**config.mk**
```make
export PLATFORM = sky130hd
export DESIGN_NAME = sck_wavegen
export DESIGN_NICKNAME = d
export VERILOG_FILES = /design/src/rtl/sck_wavegen.sv
export SDC_FILE = /design/constraint.sdc
export NUM_CORES = 1
export LEC_CHECK = 0
export ABC_AREA = 0
export BUFFER_PORTS_ARGS = -buffer_cell sky130_fd_sc_hd__clkbuf_2
export CORE_AREA = 3 3 40 42
export CTS_CLUSTER_SIZE = 20
export DETAILED_ROUTE_END_ITERATION = 10
export DIE_AREA = 0 0 43 45
export PLACE_DENSITY = 0.77
export SLEW_MARGIN = 40
export SYNTH_ARGS = -nofsm -noshare
export SYNTH_HDL_FRONTEND = slang
export SYNTH_SLANG_ARGS = --single-unit
```
**constraint.sdc**
```tcl
create_clock -name clk -period 2.95 [get_ports clk]
set_input_delay 0 -clock clk [delete_from_list [all_inputs] [get_ports clk]]
set_output_delay 0 -clock clk [all_outputs]
set_load 0.05 [all_outputs]
```
**src/rtl/sck_wavegen.sv**
```systemverilog
module sck_wavegen (
  input  logic        clk,
  input  logic        rst_n,
  input  logic        run_req,
  input  logic [19:0] timing,
  output logic        sck,
  output logic        shift_stb,
  output logic        sample_stb,
  output logic        period_end
);
  logic [3:0] per_f, rise_f, fall_f, rd_f, last;
  logic [3:0] cnt;
  logic       active;

  assign per_f  = timing[3:0];
  assign rise_f = timing[11:8];
  assign fall_f = timing[15:12];
  assign rd_f   = timing[19:16];
  assign last   = (per_f < 4'd2) ? 4'd1 : per_f - 4'd1;

  assign period_end = active && (cnt == last);
  assign shift_stb  = active && (cnt == fall_f);
  assign sample_stb = active && (cnt == rd_f);

  always_ff @(posedge clk) begin
    if (!rst_n) begin
      active <= 1'b0;
      cnt    <= 4'd0;
      sck    <= 1'b1;
    end else if (!active) begin
      active <= run_req;
      cnt    <= 4'd0;
      sck    <= 1'b1;
    end else begin
      cnt <= period_end ? 4'd0 : cnt + 4'd1;
      if (period_end) active <= run_req;
      if (period_end && !run_req) sck <= 1'b1;
      else if (cnt == rise_f)     sck <= 1'b1;
      else if (cnt == fall_f)     sck <= 1'b0;
    end
  end

  assert_idle_high_R1: assert property (@(posedge clk) disable iff (!rst_n)
    !active |-> sck);

  assert_start_count0_R2: assert property (@(posedge clk) disable iff (!rst_n)
    (!active && run_req) |=> (active && cnt == 4'd0));

  assert_wrap_R3: assert property (@(posedge clk) disable iff (!rst_n)
    (period_end && run_req) |=> (active && cnt == 4'd0));

  assert_fall_low_R4: assert property (@(posedge clk) disable iff (!rst_n)
    (shift_stb && rise_f != fall_f && !(period_end && !run_req)) |=> !sck);

  assert_rise_high_R5: assert property (@(posedge clk) disable iff (!rst_n)
    (active && cnt == rise_f) |=> sck);

  assert_park_R9: assert property (@(posedge clk) disable iff (!rst_n)
    (period_end && !run_req) |=> (!active && sck));
endmodule

```
==> reports/metrics.cfg, run 1 <==
[sta]
finClkSkew_ps=3.15
slew_violations=0
final-hold-violation-count=0
min_period_over_period_pct=57.8
min_period_ps=1700
timing.fmax_ghz=0.587
fin_tns_setup_ps=0
max_slew_margin_pct=73.6
unrepaired_setup_endpoints_after_global_routing=no
finalSetupViolCount=0
timing_worst_slew_pin_value_ps=393

[synthesis]
distinct_cells_synth=24
synth_compound_gate_area_share_pct=16.2
yosys_warnings=0
syn-num-nets=86
yosys.area_share.xor_xnor_pct=29.4
synth-seq-area-share_pct=22.6
synth-seq-cells=6
yosysTopAreaCell=sky130_fd_sc_hd__dfxtp_1
synth_fa_ha_area_share_pct=4.71
synthesis.area_um2=532
synthMuxAreaShare_pct=0
post_synth.cell_area_avg_um2=8.72
post_synth_and_or_nand_nor_area_fraction_pct=19.8
synth.area.top_cells=sky130_fd_sc_hd__dfxtp_1, sky130_fd_sc_hd__xnor2_1, sky130_fd_sc_hd__xor2_1, sky130_fd_sc_hd__o311ai_4, sky130_fd_sc_hd__ha_1
netlist_instances=61
netlist.area_leader.share_pct=22.6
combinational_family_with_the_most_area_after_synthesis=XOR/XNOR gates

[global_routing]
antenna_found_initial=0
grt_first_pass_wirelength_um=1720
track_usage_pct=12.7
first_global_vias=457
grt_max_degree=8
grt-ovfl-total=0

[cts]
holdBufCountCts=1
clock_path_buffers=2
cts_tree=yes
ctsRootBufferMaster=sky130_fd_sc_hd__clkbuf_4
clock_sinks=6
post_cts.repair.setup_buffers=0
cts-buffers-inserted=3
cts.clk_slew.worst_paths_ps=40
clock_latency_on_the_worst_skew_pair_ps=240
cts_resized=0
h_tree_lvl_count=1

[setup_path]
critical_path.max_stage_delay_ps=500
setup.worst_path.end_class=primary output
worst_path_dominant_cell_family=simple AND/OR/NAND/NOR gates
cp.arrival_ps=1700
type_of_the_worst_setup_path=reg2out
critPathSlowestCell=sky130_fd_sc_hd__dfxtp_1
startpoint_type=flop
number_of_gates_on_the_worst_path_with_buffers_counted=4
critical_path_peak_fanout=7
critPathBufInv=1
timing.reg2reg.worst_path_depth=4
crit_chain=xor2_1 > nor4_1 > and2_1 > clkbuf_2
critPathRequiredTime_ps=2950

[layout]
area_growth_pct=26.6
layout.cells.most_common=sky130_fd_sc_hd__clkbuf_2
final_layout_size_suffix_gt1_share_pct=36.1
final_core_density_pct=52.4
leading_cell_types_in_the_layout_fill_and_taps_excluded=sky130_fd_sc_hd__clkbuf_2, sky130_fd_sc_hd__xnor2_1, sky130_fd_sc_hd__xor2_1
n_antenna_cell=0
layout.nets=110

[floorplan]
core_area_um2=1280
die_width_um=43
die_y_um=45
rows=13
pin_count=27
initial_utilization_pct=41.4
die_area_um2=1940

[run]
drv_cap=0

[drt]
detail_route.first_pass.iterations=2
detail-route-antenna-nets=0
via_count=484
detail_route.vias_per_cell=4.94
drc=0
detail_route.wirelength_um=1040
detail_route.iter0.violations=2
avgRoutedWirePerCell_um=10.6

[place]
post-dp-hpwl_um=879
gpl.final_weighted_congestion=0.691
io_buffers=22

[power]
power_frac_clock_pct=32.8
internal-power_mw=0.160
power_leakage_nw=0.322
net_load_switching_power_mw=0.0671
powerDensity_nw_per_um2=338
power.ir.vdd_worst_mv=0.105
part_of_the_power_in_combinational_logic_pct=27.0
sw_frac_of_total_pct=29.5
power.share.sequential_pct=40.2

[run_status]
result_of_the_run=completed

[hold_path]
timing.hold.worst_path_depth=3
hp-class=in2reg

-- through the flow --
| step | cell area, um2 | instances | hold slack [ps] | power [mW] | worst slack (ps) |
|---|---|---|---|---|---|
| floorplan | 532 | 61 | 107 | 0.131 | 787 |
| global placement | 641 | 94 | 221 | 0.152 | 1500 |
| CTS | 673 | 98 | 25.1 | 0.231 | 1200 |
| detailed placement | 641 | 94 | 226 | 0.155 | 1450 |
| finish | 673 | 98 | 28.6 | 0.227 | 1250 |
| global route | 673 | 98 | 27.3 | 0.243 | 1100 |
-- routing by layer --
layer | global-route usage (%) | vias up | wire [um]
li1 | - | 248 | -
met1 | 11.9 | 211 | 374
met2 | 22.5 | 21 | 551
met3 | 1.59 | 4 | 67
met4 | 14.5 | 0 | 46
met5 | 0 | - | 0
-- cell usage after synthesis, drive strengths merged --
library cell / count
a31o: 1
and2: 2
buf: 4
dfxtp: 6
ha: 2
inv: 5
nand2: 3
nand2b: 2
nand3: 2
nand4: 1
nor2: 5
nor3: 2
nor4: 2
o2111ai: 1
o21ai: 2
o311ai: 1
o31ai: 2
or3: 1
xnor2: 8
xor2: 9
-- cell type report --
type	count	area (um2)
multi-input cells	46	373
repair buffers	23	120
inverters	5	18.8
clock buffers	3	22.5
fillers	137	612
flip-flops and latches	6	120
well taps	15	18.8
-- power by group through the flow --
stage	clock [mW]	combinational (mW)	sequential, mW
final	0.0745	0.0614	0.0914
after global routing	0.0821	0.0685	0.0922
after CTS	0.0765	0.0627	0.0916
after detailed placement	0	0.0616	0.0930
after global placement	0	0.0587	0.0929
after floorplan	0	0.0415	0.0895
-- tightest hold or removal path: stages --
cell                       delay, ps
sky130_fd_sc_hd__clkbuf_2        130
sky130_fd_sc_hd__nand2_1          60
sky130_fd_sc_hd__nand2_1          50
-- registers in the layout, indices dropped and copies added (netlist names) --
signal,cells
cnt,4
active,1
sck,1
-- cell families (layout without fill, tap and decap cells) --
family / after synthesis / in the layout
adders and majority gates: 2 / 2
xor gates and xnor gates: 17 / 17
buffers and inverters: 9 / 31
DFF: 6 / 6
and+or+nand+nor: 20 / 20
AOI/OAI and AO/OA: 7 / 7
-- final timing paths --
kind,start,to,slack (ps)
max,cnt[0]$_SDFF_PP0_,shift_stb,1250
min,rst_n,active$_SDFF_PN0_,30
max reg2reg,cnt[0]$_SDFF_PP0_,sck$_SDFFE_PP1N_,1500
min reg2reg,cnt[0]$_SDFF_PP0_,cnt[0]$_SDFF_PP0_,560
Note: power is estimated with default switching activity, not from simulation.
==> inputs of run 2 (changes only) <==
--- a/config.mk
+++ b/config.mk
@@ -5,13 +5,13 @@
 export SDC_FILE = /design/constraint.sdc
 export NUM_CORES = 1
 export LEC_CHECK = 0
-export ABC_AREA = 0
+export ABC_AREA = 1
 export BUFFER_PORTS_ARGS = -buffer_cell sky130_fd_sc_hd__clkbuf_2
-export CORE_AREA = 3 3 40 42
+export CORE_MARGIN = 3
+export CORE_UTILIZATION = 39
 export CTS_CLUSTER_SIZE = 20
 export DETAILED_ROUTE_END_ITERATION = 10
-export DIE_AREA = 0 0 43 45
-export PLACE_DENSITY = 0.77
+export PLACE_DENSITY = 0.78
 export SLEW_MARGIN = 40
 export SYNTH_ARGS = -nofsm -noshare
 export SYNTH_HDL_FRONTEND = slang
==> constraint.sdc (replaced) <==
create_clock -name clk -period 1.5 [get_ports clk]
set_input_delay 0 -clock clk [delete_from_list [all_inputs] [get_ports clk]]
set_output_delay 0 -clock clk [all_outputs]
set_load 0.05 [all_outputs]
==> run 2 against run 1 <==
Compared with the run above:
- die area shrank 3.4%
- combinational power grew 120%
- sequential power grew 91%
- critical endpoint is now period_end
- highest routed layer unchanged
==> reports/metrics.cfg, run 2 <==
[drt]
drc=0
via_count=568
detail-route-antenna-nets=0
detail_route.first_pass.iterations=3
detail_route.vias_per_cell=4.81
detail_route.wirelength_um=1220
detail_route.iter0.violations=5
avgRoutedWirePerCell_um=10.4

[synthesis]
post_synth.cell_area_avg_um2=6.76
synth-seq-area-share_pct=22.2
synth-main-ff-cell=sky130_fd_sc_hd__dfxtp_1
post_synth_and_or_nand_nor_area_fraction_pct=38.4
synth_commonest_cells=sky130_fd_sc_hd__nand2_1, sky130_fd_sc_hd__xnor2_1, sky130_fd_sc_hd__inv_1
synth-edff-count=0
postSynth.asyncResetShare_pct=0
yosys.area_share.xor_xnor_pct=22.7
synth_most_common_cell=sky130_fd_sc_hd__nand2_1
yosys_warnings=0
synth.area.top_cells=sky130_fd_sc_hd__dfxtp_1, sky130_fd_sc_hd__xnor2_1, sky130_fd_sc_hd__nand2_1, sky130_fd_sc_hd__inv_1, sky130_fd_sc_hd__nor2_1
netlist_instances=80
syn-num-nets=105
netlist.area_leader.share_pct=22.2
synth_compound_gate_area_share_pct=0.926
synthesis.area_um2=541
synthMuxAreaShare_pct=0
yosysTopAreaCell=sky130_fd_sc_hd__dfxtp_1
synth_fa_ha_area_share_pct=4.63
distinct_cells_synth=16
combinational_family_with_the_most_area_after_synthesis=simple AND/OR/NAND/NOR gates
synth-seq-cells=6

[floorplan]
initial_utilization_pct=45.0
die_width_um=43.2
die_y_um=43.2
core_area_um2=1200
pin_count=27
rows=12
die_area_um2=1870

[cts]
cts-buffers-inserted=3
h_tree_lvl_count=1
cts.clk_slew.worst_paths_ps=50
ctsRootBufferMaster=sky130_fd_sc_hd__clkbuf_4
cts_tree=yes
clock_sinks=6
clock_latency_on_the_worst_skew_pair_ps=240
clock_path_buffers=2

[sta]
fin_ws_ps=84.2
fin_tns_setup_ps=0
timing.fmax_ghz=0.706
timing_worst_slew_pin_value_ps=284
final-hold-violation-count=0
finalSetupViolCount=0
min_period_over_period_pct=94.4
finClkSkew_ps=2.04
min_period_ps=1420
slew_violations=0
max_slew_margin_pct=81.2
unrepaired_setup_endpoints_after_global_routing=no

[layout]
layout.nets=131
layout.cells.most_common=sky130_fd_sc_hd__clkbuf_2
final_layout_size_suffix_gt1_share_pct=34.6
largestRegisters=cnt (4), active (1), sck (1)
n_antenna_cell=0
final_cell_count_no_fill=118
final-seq-area_um2=124
area_growth_pct=29.9
finish.instance_area_um2=702
fillCellCount=120
most_flop_heavy_register=cnt
number_of_flip_flops_in_the_largest_register=4
leading_cell_types_in_the_layout_fill_and_taps_excluded=sky130_fd_sc_hd__clkbuf_2, sky130_fd_sc_hd__nand2_1, sky130_fd_sc_hd__xnor2_1
multi_input_combinational_cell_area_um2=360

[power]
final_power_mw=0.456
power_leakage_nw=0.351
powerDensity_nw_per_um2=649
power.ir.vdd_worst_mv=0.450

[setup_path]
setup.worst_path.end_class=primary output
startpoint_type=flop
type_of_the_worst_setup_path=reg2out
cp.arrival_ps=1420
critPathRequiredTime_ps=1500
critical_path_peak_fanout=6

[place]
gpl.final_weighted_congestion=0.748
numPlacedInstances=113
place_ws_ps=145
io_buffers=22
post-dp-hpwl_um=963
postPlaceCellArea_um2=653

[global_routing]
grt_max_degree=8
first_global_vias=545
antenna_found_initial=0
track_usage_pct=13.8
grt-ovfl-total=0
grt_first_pass_wirelength_um=1990

[run_status]
result_of_the_run=completed

[hold_path]
hp-class=in2reg

[run]
drv_cap=0

run 2: cell types whose count changed after synthesis, sizes merged, moves of 3 or more:
cell and change:
inv +5, nand2 +19, nand3b +3, nand4 +3
nor2 +7, xnor2 +5, xor2 -8
run 2: final timing paths:
path / cells past startpoint / to / from / slack [ps]
max: 6 / period_end / cnt[3]$_SDFF_PP0_ / 80
min: 4 / sck$_SDFFE_PP1N_ / run_req / 60
max reg2reg: 6 / sck$_SDFFE_PP1N_ / cnt[0]$_SDFF_PP0_ / 400
min reg2reg: 2 / sck$_SDFFE_PP1N_ / sck$_SDFFE_PP1N_ / 460
run 2: final cells by class:
| class | instances | share of cell area (%) |
|---|---|---|
| flip-flops and latches | 6 | 17.6 |
| repair buffers | 25 | 20.0 |
| inverters | 10 | 5.35 |
| clock buffers | 3 | 3.21 |
| multi-input cells | 60 | 51.3 |
| well taps | 14 | 2.50 |
run 2: per-layer routing:
metal  vias up  track usage, %  part of all wire (%)
li1        294               -                     -
met1       258            12.7                    40
met2        12            27.1                    54
met3         4            2.12                   4.3
met4         0            8.43                   1.1
met5         -               0                     0
run 2: repair_timing:
item	in CTS	in global routing
hold endpoints to repair	1	0
setup endpoints to repair	1	1
gates resized for setup	3	1
hold buffers	2	0
setup buffers	0	0
pin swaps	0	0
run 2: where the power goes:
group	internal [mW]	leakage (nW)	switching (mW)	total (mW)
sequential	0.166	0.0505	0.00829	0.175
clock	0.0903	0.0138	0.0554	0.146
combinational	0.0643	0.287	0.0712	0.135
total	0.321	0.351	0.135	0.456
run 2: per-stage QoR:
step | utilization (%) | hold WS (ps)
6_report | 58.4 | 61.6
5_1_grt | 58.4 | 94.3
4_1_cts | 58.3 | 47.8
3_5_place_dp | 54.4 | 224
3_3_place_gp | 54.4 | 222
2_1_floorplan | - | 120
run 2: logic make-up (layout without fill, tap and decap cells):
family,Yosys count,in the layout
simple gates,43,43
xor+xnor,14,14
buf+inv,14,38
flops,6,6
fa+ha+maj,2,2
compound gates,1,1
run 2: critical path, cell delays in order (launching register included):
cell and delay, ps:
sky130_fd_sc_hd__dfxtp_2 410, sky130_fd_sc_hd__nand3b_1 130, sky130_fd_sc_hd__nand2_1 70, sky130_fd_sc_hd__nor2_2 140, sky130_fd_sc_hd__nand2_2 100, sky130_fd_sc_hd__nor2_1 90, sky130_fd_sc_hd__clkbuf_4 230
==> inputs of run 3 (changes only) <==
--- a/config.mk
+++ b/config.mk
@@ -7,11 +7,12 @@
 export LEC_CHECK = 0
 export ABC_AREA = 1
 export BUFFER_PORTS_ARGS = -buffer_cell sky130_fd_sc_hd__clkbuf_2
-export CORE_MARGIN = 3
-export CORE_UTILIZATION = 39
+export CORE_MARGIN = 5
+export CORE_UTILIZATION = 35
+export CTS_BUF_LIST = sky130_fd_sc_hd__clkbuf_4 sky130_fd_sc_hd__clkbuf_8
 export CTS_CLUSTER_SIZE = 20
 export DETAILED_ROUTE_END_ITERATION = 10
-export PLACE_DENSITY = 0.78
+export PLACE_DENSITY = 0.71
 export SLEW_MARGIN = 40
 export SYNTH_ARGS = -nofsm -noshare
 export SYNTH_HDL_FRONTEND = slang
==> run 3 against run 2 <==
Compared with the run above:
- clock-buffer cell count unchanged
- final cell count grew 1.7%
- maximum frequency is 3.4% higher
- utilization is 11 points lower
- clock skew is 1.0 ps lower
- worst setup slack improved by 46 ps
- wire length fell by 2.5%
==> reports/metrics.cfg, run 3 (synthesis gave the netlist of run 2 again) <==
[sta]
timing_worst_slew_pin_value_ps=278
max_slew_margin_pct=81.6
final-hold-violation-count=0
finalSetupViolCount=0
fin_tns_setup_ps=0
timing.fmax_ghz=0.730
worst_hold_slack_ps=43.4
min_period_ps=1370
min_period_over_period_pct=91.3
slew_violations=0
finClkSkew_ps=1.02
unrepaired_setup_endpoints_after_global_routing=no

[layout]
final_layout_size_suffix_gt1_share_pct=35.6
leading_cell_types_in_the_layout_fill_and_taps_excluded=sky130_fd_sc_hd__clkbuf_2, sky130_fd_sc_hd__nand2_1, sky130_fd_sc_hd__xnor2_1
finish.instance_area_um2=711
number_of_flip_flops_in_the_largest_register=4
final_core_density_pct=47.7
largestRegisters=cnt (4), active (1), sck (1)
n_antenna_cell=0
most_flop_heavy_register=cnt
layout.nets=131
area_growth_pct=31.5
layout.cells.most_common=sky130_fd_sc_hd__clkbuf_2

[power]
power_leakage_nw=0.353
powerDensity_nw_per_um2=634
sw_frac_of_total_pct=29.4
part_of_the_power_in_combinational_logic_pct=29.3
power.share.sequential_pct=38.7
power.ir.vdd_worst_mv=0.535
power_frac_clock_pct=32.0
net_load_switching_power_mw=0.132
internal-power_mw=0.318
final_power_mw=0.450

[run]
drv_cap=0

[floorplan]
die_y_um=49.3
initial_utilization_pct=36.3
rows=14
die_width_um=49.3
pin_count=27
core_area_um2=1490
die_area_um2=2430

[global_routing]
grt_first_pass_wirelength_um=2010
first_global_vias=531
antenna_found_initial=0
grt-ovfl-total=0
track_usage_pct=10.4
grt_max_degree=9

[cts]
clock_sinks=6
post_cts.repair.setup_buffers=0
cts.clk_slew.worst_paths_ps=40
ctsRootBufferMaster=sky130_fd_sc_hd__clkbuf_4
cts-buffers-inserted=3
h_tree_lvl_count=1
clock_latency_on_the_worst_skew_pair_ps=240
cts_tree=yes
clock_path_buffers=2

[drt]
detail_route.iter0.violations=1
drc=0
detail-route-antenna-nets=0
detail_route.first_pass.iterations=2
detail_route.vias_per_cell=4.51
detail_route.wirelength_um=1190
via_count=541
avgRoutedWirePerCell_um=9.95

[setup_path]
critical_register_to_register_path_startpoint=cnt[3]$_SDFF_PP0_
worst_path_dominant_cell_family=simple AND/OR/NAND/NOR gates
setup.worst_path.end_class=primary output
critPathSlowestCell=sky130_fd_sc_hd__dfxtp_2
critPathRequiredTime_ps=1500
critical_path_peak_fanout=6
worst_setup_path_startpoint=cnt[3]$_SDFF_PP0_
crit_chain=nand3b_1 > nand2_1 > nor2_2 > nand2_2 > nor2_1 > buf_4
type_of_the_worst_setup_path=reg2out
startpoint_type=flop
cp.arrival_ps=1370
critical_path.max_stage_delay_ps=390
critPathBufInv=1

[hold_path]
min_from=run_req
hp-class=in2reg

[place]
gpl.final_weighted_congestion=0.747
post-dp-hpwl_um=1020
postPlaceCellArea_um2=656
io_buffers=22

[run_status]
result_of_the_run=completed

run 3: changes by cell type in the layout (fill, tap and decap cells not counted):
cell                       delta
sky130_fd_sc_hd__buf_4        +1
sky130_fd_sc_hd__clkbuf_4     -1
sky130_fd_sc_hd__dfxtp_1      -1
sky130_fd_sc_hd__dfxtp_2      -1
sky130_fd_sc_hd__dfxtp_4      +2
run 3: path summary, 6_finish.rpt:
| kind | to | slack [ps] | depth (start not counted) |
|---|---|---|---|
| worst max-delay path | period_end | 130 | 6 |
| worst min-delay path | sck$_SDFFE_PP1N_ | 40 | 4 |
| worst max register to register | cnt[1]$_SDFF_PP0_ | 440 | 6 |
| worst min register to register | sck$_SDFFE_PP1N_ | 460 | 2 |
run 3: power groups by stage:
stage / combinational (mW) / sequential (mW) / clock, mW
5_1_grt: 0.148 / 0.175 / 0.163
4_1_cts: 0.133 / 0.177 / 0.151
6_report: 0.132 / 0.174 / 0.144
3_5_place_dp: 0.128 / 0.179 / 0
3_3_place_gp: 0.124 / 0.179 / 0
2_1_floorplan: 0.0913 / 0.173 / 0
run 3: layer usage:
layer | global-route usage (%) | wire [um]
met1 | 10.5 | 499
met2 | 18.0 | 612
met3 | 3.98 | 69
met4 | 5.38 | 13
met5 | 0 | 0
run 3: metrics by stage:
| stage | setup slack, ps | instances |
|---|---|---|
| global placement | 172 | 115 |
| CTS | 44.2 | 120 |
| global route | 13.9 | 120 |
| finish | 130 | 120 |
| detailed placement | 141 | 115 |
| floorplan | 30.7 | 80 |
run 3: layout make-up:
cell class | count | area (um2)
repair buffers | 25 | 140
inverters | 10 | 37.5
multi-input cells | 60 | 360
flip-flops and latches | 6 | 130
well taps | 16 | 20.0
fillers | 162 | 778
clock buffers | 3 | 22.5
run 3: repair_timing:
action                                  CTS  global route
hold buffers                              2             0
endpoints found under the hold margin     1             0
gates resized for setup                   4             4
endpoints found under the setup margin    1             2
run 3: worst reg2reg max path, cell delays in order (launching register included):
cell and delay [ps]:
sky130_fd_sc_hd__dfxtp_2 390, sky130_fd_sc_hd__nand3b_1 130, sky130_fd_sc_hd__nand2_1 70, sky130_fd_sc_hd__nor2_2 140
sky130_fd_sc_hd__nand2_2 90, sky130_fd_sc_hd__nand2_4 90, sky130_fd_sc_hd__nor2_1 50
